--- src/rtl/chip_corr_pkg.sv ---
package chip_corr_pkg;

  localparam int unsigned NUM_SYM = 4;

  typedef enum logic [1:0] {
    SYM_POS   = 2'd0,
    SYM_NEG   = 2'd1,
    SYM_ZERO  = 2'd2,
    SYM_FRAME = 2'd3
  } sym_e;

endpackage

--- src/rtl/corr_unit.sv ---
module corr_unit #(
  parameter int unsigned LEN = 16,
  parameter int unsigned W   = 6,
  parameter logic [LEN-1:0] CODE = '0
) (
  input  logic [LEN-1:0]       win_i,
  output logic signed [W-1:0]  score_o
);

  // Bipolar correlation: +1 for each agreeing chip, -1 for each disagreeing one.
  function automatic logic signed [W-1:0] bipolar_score(input logic [LEN-1:0] w,
                                                        input logic [LEN-1:0] c);
    int agree;
    agree = 0;
    for (int i = 0; i < int'(LEN); i++) begin
      if (w[i] == c[i]) agree++;
    end
    return W'(2 * agree - int'(LEN));
  endfunction

  assign score_o = bipolar_score(win_i, CODE);

endmodule

--- src/rtl/peak_select.sv ---
module peak_select #(
  parameter int unsigned NUM    = 4,
  parameter int unsigned W      = 6,
  parameter int          THRESH = 8,
  localparam int unsigned IDX_W = (NUM > 1) ? $clog2(NUM) : 1
) (
  input  logic                     clk,
  input  logic                     rst_n,
  input  logic signed [W-1:0]      score_i [NUM],
  output logic                     hit_o,
  output logic [IDX_W-1:0]         idx_o,
  output logic signed [W-1:0]      best_o
);

  localparam logic signed [W-1:0] THR_S = W'(THRESH);

  // First index with a strictly larger score wins, so ties keep the lower index.
  always_comb begin
    hit_o  = 1'b0;
    idx_o  = '0;
    best_o = '0;
    for (int k = 0; k < int'(NUM); k++) begin
      if (score_i[k] >= THR_S && (!hit_o || score_i[k] > best_o)) begin
        hit_o  = 1'b1;
        idx_o  = IDX_W'(k);
        best_o = score_i[k];
      end
    end
  end

  function automatic logic none_above(input logic signed [W-1:0] s [NUM],
                                      input logic signed [W-1:0] lim);
    logic ok;
    ok = 1'b1;
    for (int k = 0; k < int'(NUM); k++) if (s[k] > lim) ok = 1'b0;
    return ok;
  endfunction

  a_r3_threshold_met: assert property (@(posedge clk) disable iff (!rst_n)
    hit_o |-> (best_o >= THR_S));

  a_r5_largest_wins: assert property (@(posedge clk) disable iff (!rst_n)
    hit_o |-> none_above(score_i, best_o));

  a_r5_winner_score: assert property (@(posedge clk) disable iff (!rst_n)
    hit_o |-> (score_i[idx_o] == best_o));

endmodule

--- src/rtl/detect_ctrl.sv ---
module detect_ctrl
  import chip_corr_pkg::*;
#(
  parameter int unsigned HOLDOFF   = 15,
  parameter int unsigned LOS_LIMIT = 64,
  localparam int unsigned HOLD_W = $clog2(HOLDOFF + 1),
  localparam int unsigned IDLE_W = $clog2(LOS_LIMIT + 1)
) (
  input  logic       clk,
  input  logic       rst_n,
  input  logic       hit_i,
  input  logic [1:0] idx_i,
  output logic       sym_valid_o,
  output logic [1:0] sym_code_o,
  output logic       frame_start_o,
  output logic       adc_bit_o,
  output logic       los_alarm_o
);

  logic [HOLD_W-1:0] hold_cnt;
  logic [IDLE_W-1:0] idle_cnt;
  logic              fire;
  logic              hold_busy;

  assign hold_busy = (hold_cnt != '0);
  assign fire      = hit_i && !hold_busy;

  always_ff @(posedge clk) begin
    if (!rst_n) begin
      hold_cnt <= '0;
    end else if (fire) begin
      hold_cnt <= HOLD_W'(HOLDOFF);
    end else if (hold_busy) begin
      hold_cnt <= hold_cnt - 1'b1;
    end
  end

  always_ff @(posedge clk) begin
    if (!rst_n) begin
      sym_valid_o   <= 1'b0;
      sym_code_o    <= '0;
      frame_start_o <= 1'b0;
      adc_bit_o     <= 1'b0;
    end else begin
      sym_valid_o   <= fire;
      frame_start_o <= fire && (idx_i == SYM_FRAME);
      if (fire) sym_code_o <= idx_i;
      if (fire && idx_i == SYM_POS) adc_bit_o <= 1'b1;
      else if (fire && idx_i == SYM_NEG) adc_bit_o <= 1'b0;
    end
  end

  always_ff @(posedge clk) begin
    if (!rst_n) begin
      idle_cnt    <= '0;
      los_alarm_o <= 1'b0;
    end else if (fire) begin
      idle_cnt    <= '0;
      los_alarm_o <= 1'b0;
    end else if (idle_cnt != IDLE_W'(LOS_LIMIT)) begin
      idle_cnt    <= idle_cnt + 1'b1;
      los_alarm_o <= (idle_cnt >= IDLE_W'(LOS_LIMIT - 1));
    end
  end

  a_r3_single_pulse: assert property (@(posedge clk) disable iff (!rst_n)
    sym_valid_o |=> !sym_valid_o);

  a_r6_holdoff_blocks: assert property (@(posedge clk) disable iff (!rst_n)
    (hit_i && hold_busy) |=> !sym_valid_o);

  a_r7_frame_marker: assert property (@(posedge clk) disable iff (!rst_n)
    frame_start_o |-> (sym_valid_o && sym_code_o == SYM_FRAME));

  a_r8_adc_holds: assert property (@(posedge clk) disable iff (!rst_n)
    !fire |=> $stable(adc_bit_o));

  a_r9_alarm_clears: assert property (@(posedge clk) disable iff (!rst_n)
    sym_valid_o |-> !los_alarm_o);

endmodule

--- src/rtl/chip_corr_detector.sv ---
module chip_corr_detector
  import chip_corr_pkg::*;
#(
  parameter int unsigned CODE_LEN  = 16,
  parameter int          THRESH    = 8,
  parameter int unsigned HOLDOFF   = 15,
  parameter int unsigned LOS_LIMIT = 64,
  parameter logic [NUM_SYM-1:0][CODE_LEN-1:0] CODES =
    {16'h3C5A, 16'h5F90, 16'h9A3A, 16'h9AC5}
) (
  input  logic       clk,
  input  logic       rst_n,
  input  logic       chip_in,
  output logic       sym_valid,
  output logic [1:0] sym_code,
  output logic       frame_start,
  output logic       adc_bit,
  output logic       los_alarm
);

  localparam int unsigned CORR_W = $clog2(CODE_LEN) + 2;

  logic [CODE_LEN-1:0]      win;
  logic signed [CORR_W-1:0] score [NUM_SYM];
  logic                     peak_hit;
  logic [1:0]               peak_idx;
  logic signed [CORR_W-1:0] peak_val;

  // Newest chip enters at bit 0; the oldest sits at bit CODE_LEN-1.
  always_ff @(posedge clk) begin
    if (!rst_n) win <= '0;
    else        win <= {win[CODE_LEN-2:0], chip_in};
  end

  for (genvar g = 0; g < int'(NUM_SYM); g++) begin : g_corr
    corr_unit #(
      .LEN  (CODE_LEN),
      .W    (CORR_W),
      .CODE (CODES[g])
    ) u_corr (
      .win_i   (win),
      .score_o (score[g])
    );
  end

  peak_select #(
    .NUM    (NUM_SYM),
    .W      (CORR_W),
    .THRESH (THRESH)
  ) u_peak (
    .clk     (clk),
    .rst_n   (rst_n),
    .score_i (score),
    .hit_o   (peak_hit),
    .idx_o   (peak_idx),
    .best_o  (peak_val)
  );

  detect_ctrl #(
    .HOLDOFF   (HOLDOFF),
    .LOS_LIMIT (LOS_LIMIT)
  ) u_ctrl (
    .clk           (clk),
    .rst_n         (rst_n),
    .hit_i         (peak_hit),
    .idx_i         (peak_idx),
    .sym_valid_o   (sym_valid),
    .sym_code_o    (sym_code),
    .frame_start_o (frame_start),
    .adc_bit_o     (adc_bit),
    .los_alarm_o   (los_alarm)
  );

  a_r2_score_range: assert property (@(posedge clk) disable iff (!rst_n)
    peak_hit |-> (peak_val <= CORR_W'(CODE_LEN)));

endmodule

--- config.mk ---
export PLATFORM = sky130hd
export DESIGN_NAME = chip_corr_detector
export DESIGN_NICKNAME = d
export VERILOG_FILES = /design/src/rtl/chip_corr_pkg.sv /design/src/rtl/corr_unit.sv /design/src/rtl/peak_select.sv /design/src/rtl/detect_ctrl.sv /design/src/rtl/chip_corr_detector.sv
export SDC_FILE = /design/constraint.sdc
export NUM_CORES = 1
export LEC_CHECK = 0
export BUFFER_PORTS_ARGS = -buffer_cell sky130_fd_sc_hd__buf_4
export CORE_MARGIN = 1.5
export CORE_UTILIZATION = 59
export CTS_CLUSTER_SIZE = 24
export DETAILED_ROUTE_END_ITERATION = 8
export PLACE_DENSITY = 0.71
export SLEW_MARGIN = 10
export SYNTH_ARGS = -nofsm -noshare
export SYNTH_HDL_FRONTEND = slang
export SYNTH_SLANG_ARGS = --single-unit
export TNS_END_PERCENT = 5
--- constraint.sdc ---
create_clock -name clk -period 19.8 [get_ports clk]
set_input_delay 0.99 -clock clk [delete_from_list [all_inputs] [get_ports clk]]
set_output_delay 0.99 -clock clk [all_outputs]
set_load 0.02 [all_outputs]
==> flow_results.xml <==
<?xml version="1.0" encoding="UTF-8"?>
<metrics>
  <group name="placed_design">
    <metric name="place_hpwl" unit="um">15400</metric>
    <metric name="port-buffer-count" unit="">8</metric>
    <metric name="gp_congestion" unit="">0.858</metric>
  </group>
  <group name="detailed_routing">
    <metric name="viasPerCell" unit="">5.98</metric>
    <metric name="drt_first_iter_violations" unit="">479</metric>
    <metric name="wl" unit="um">19500</metric>
    <metric name="drt_pass1_iterations" unit="">5</metric>
    <metric name="num_vias" unit="">7482</metric>
    <metric name="route.antenna.remaining_nets" unit="">0</metric>
    <metric name="detail_route.wl_per_cell" unit="um">15.6</metric>
    <metric name="post-route-drc-count" unit="">0</metric>
  </group>
  <group name="cts">
    <metric name="cts.hold.buffers_added" unit="">0</metric>
    <metric name="cts_buffer_depth" unit="">2</metric>
    <metric name="htree_num_levels" unit="">2</metric>
    <metric name="cts_num_sinks" unit="">33</metric>
    <metric name="clkSlewWorstSetupHoldPaths" unit="ns">0.06</metric>
    <metric name="clkLatencyLatePin" unit="ns">0.28</metric>
    <metric name="cts_root_buffer" unit="">clkbuf_16</metric>
    <metric name="tritoncts" unit="">built</metric>
    <metric name="post_cts_buffers" unit="">0</metric>
    <metric name="cts-resized-gates" unit="">0</metric>
    <metric name="cts-buffers-inserted" unit="">5</metric>
  </group>
  <group name="critical_path">
    <metric name="critical_path.slowest_cell" unit="">ha_1</metric>
    <metric name="crit_type" unit="">reg -&gt; reg</metric>
    <metric name="setup.reg_to_reg.worst_slack" unit="ns">3.63</metric>
    <metric name="worst_setup_path_endpoint" unit="">u_ctrl.sym_code_o[1]</metric>
    <metric name="cp_num_buf_inv" unit="">2</metric>
    <metric name="ff2ff_path_depth" unit="">77</metric>
    <metric name="critical_path.top_delay_family" unit="">compound AO/OA/AOI/OAI gates</metric>
    <metric name="critical_path_depth" unit="">77</metric>
    <metric name="worst_r2r_endpoint" unit="">u_ctrl.sym_code_o[1]</metric>
    <metric name="timing.critical_path.mode_cell" unit="">ha_1</metric>
    <metric name="cp_max_fo" unit="">16</metric>
    <metric name="crit_path_start" unit="">win[0]</metric>
    <metric name="cp.arrival" unit="ns">16.35</metric>
    <metric name="critical_path.max_stage_delay" unit="ns">0.71</metric>
    <metric name="cp-start-kind" unit="">flop</metric>
    <metric name="reg2reg_from" unit="">win[0]</metric>
    <metric name="cp-end-kind" unit="">flop</metric>
    <metric name="worst_ep_required_time" unit="ns">19.98</metric>
  </group>
  <group name="logic_synthesis">
    <metric name="syn_nets" unit="">1186</metric>
    <metric name="synthMostInstantiatedCell" unit="">nand2_1</metric>
    <metric name="synth_cell_types" unit="">94</metric>
    <metric name="yosysSeqAreaShare" unit="%">7.93</metric>
    <metric name="synth-edff-count" unit="">0</metric>
    <metric name="syn-mean-instance-area" unit="um2">7.57</metric>
    <metric name="synth-main-ff-cell" unit="">dfxtp_1</metric>
    <metric name="ys_ff_latch" unit="">33</metric>
    <metric name="netlist.area_leader.share" unit="%">12.3</metric>
    <metric name="synth_top_cells_by_area" unit="">ha_1 12%, xnor2_1 11%, dfxtp_1 7.9%</metric>
    <metric name="syn_inst" unit="">1101</metric>
    <metric name="asyncSetResetFlopFracSynth" unit="%">0</metric>
    <metric name="synth_area" unit="um2">8330</metric>
    <metric name="synth.yosys.warnings" unit="">0</metric>
    <metric name="synth_largest_area_cell" unit="">ha_1</metric>
    <metric name="post_synth_most_frequent_cells" unit="">114 x nand2_1, 103 x xnor2_1, 92 x nor2_1</metric>
  </group>
  <group name="grt">
    <metric name="grt_antenna_before_repair" unit="">0</metric>
    <metric name="overall_global_routing_resource_usage" unit="%">27.0</metric>
    <metric name="grt_pass1_wl" unit="um">33100</metric>
    <metric name="global_route.overflow_total" unit="">0</metric>
    <metric name="grt_start_max_net_pins" unit="">39</metric>
    <metric name="grt_pass1_vias" unit="">6935</metric>
  </group>
  <group name="timing">
    <metric name="drv_slew" unit="">0</metric>
    <metric name="period_minus_slack" unit="ns">16.17</metric>
    <metric name="finalClockSkew" unit="ns">0.00214</metric>
    <metric name="final.setup.tns" unit="ns">0</metric>
    <metric name="slew-limit-headroom" unit="%">29.9</metric>
    <metric name="tightestPinTransition" unit="ns">1.03</metric>
    <metric name="timing.fmax" unit="MHz">61.8</metric>
    <metric name="timing.final.hold_violations" unit="">0</metric>
    <metric name="rsz0062_at_grt" unit="">false</metric>
    <metric name="final_min_period_over_clock_period" unit="%">81.7</metric>
    <metric name="setup_viol" unit="">0</metric>
  </group>
  <group name="die">
    <metric name="dieArea" unit="um2">14800</metric>
    <metric name="floorplan.rows" unit="">43</metric>
    <metric name="io-pin-count" unit="">9</metric>
    <metric name="floorplan.core_area" unit="um2">13800</metric>
    <metric name="die_w" unit="um">122</metric>
    <metric name="die_h" unit="um">122</metric>
    <metric name="effective_utilization_at_floorplan" unit="%">60.3</metric>
  </group>
  <group name="final_layout">
    <metric name="synthToLayoutAreaGrowth" unit="%">3.21</metric>
    <metric name="layout-drive-gt1-share" unit="%">7.37</metric>
    <metric name="antenna_cells" unit="">0</metric>
    <metric name="final_util" unit="%">62.2</metric>
    <metric name="finalNetCount" unit="">1156</metric>
    <metric name="final.fill_count" unit="">1315</metric>
  </group>
  <group name="flow_run">
    <metric name="timing.max_cap.violations" unit="">0</metric>
  </group>
  <group name="run_status">
    <metric name="run_status" unit="">complete, no violations</metric>
  </group>
  <group name="min_path">
    <metric name="min_path_type" unit="">reg -&gt; reg</metric>
  </group>
</metrics>
==> worst reg2reg max path, delay by kind of cell (launching register included) <==
family                     cells  cell delay, ns
adders and majority gates     12            3.81
AOI/OAI and AO/OA             34            6.44
muxes                          2            0.49
DFF                            1            0.39
and+or+nand+nor               19            3.04
buffers and inverters          2            0.14
xor gates and xnor gates       8            1.81
==> flip-flops by register name (all words and copies together) (netlist names) <==
signal,count
u_ctrl.frame_start_o,1
win,16
u_ctrl.hold_cnt,4
u_ctrl.idle_cnt,7
u_ctrl.los_alarm_o,1
u_ctrl.sym_code_o,2
u_ctrl.sym_valid_o,1
u_ctrl.adc_bit_o,1
==> cells in the final DEF, fill, tap and decap left out, types with 15 or more instances in the layout <==
cell type / count
nor2b_1: 37
mux2i_1: 17
and2_1: 31
nor3_1: 18
inv_1: 62
nand4_1: 15
xor2_1: 42
nor2_1: 92
dfxtp_1: 33
a21oi_1: 48
nand2b_1: 28
nand2_1: 114
xnor2_1: 103
o21ai_0: 34
ha_1: 82
a31oi_1: 18
nand3_1: 30
==> final cells by class <==
type,count,area [um2],area share (%)
Clock inverter,2,37.5,0.436
Inverter,69,259,3.01
Timing Repair Buffer,13,97.6,1.13
Sequential cell,33,661,7.68
Tap cell,180,225,2.62
Multi-Input combinational cell,949,7180,83.5
Clock buffer,6,139,1.61
==> worst min-delay path by stage <==
stage / slack (ns) / endpoint / startpoint / cells after the start
2_1_floorplan: 0.48 / u_ctrl.hold_cnt[3] / u_ctrl.hold_cnt[3] / 2
3_3_place_gp: 0.46 / u_ctrl.adc_bit_o / u_ctrl.adc_bit_o / 2
3_5_place_dp: 0.46 / u_ctrl.adc_bit_o / u_ctrl.adc_bit_o / 2
4_1_cts: 0.47 / u_ctrl.adc_bit_o / u_ctrl.adc_bit_o / 2
5_1_grt: 0.49 / u_ctrl.adc_bit_o / u_ctrl.adc_bit_o / 2
6_report: 0.47 / u_ctrl.adc_bit_o / u_ctrl.adc_bit_o / 2
==> cell families after synthesis <==
family,synth area share (%)
muxes,3.39
and+or+nand+nor,26.3
buffers and inverters,5.88
DFF,7.93
AOI/OAI and AO/OA,20.0
adders and majority gates,12.3
xor gates and xnor gates,24.2
==> layer usage <==
metal | GRT usage [%] | vias to the layer above | share of wire (%)
met5 | 0 | - | 0
met4 | 7.57 | 0 | 2.4
met3 | 1.87 | 32 | 3.6
met2 | 44.9 | 129 | 45
met1 | 37.7 | 3466 | 49
li1 | - | 3855 | -
==> per-stage QoR <==
stage / hold slack, ns / area [um2] / std cells / setup slack [ns]
2_1_floorplan: 0.478 / 8330 / 1101 / 5.65
3_3_place_gp: 0.456 / 8430 / 1244 / 3.95
3_5_place_dp: 0.465 / 8430 / 1244 / 3.75
4_1_cts: 0.474 / 8600 / 1252 / 3.70
5_1_grt: 0.494 / 8600 / 1252 / 1.89
6_report: 0.467 / 8600 / 1252 / 3.63
Power is left out: the tool's default activity adds up to more than one toggle a clock period on the data nets, which glitch-free logic cannot reach.
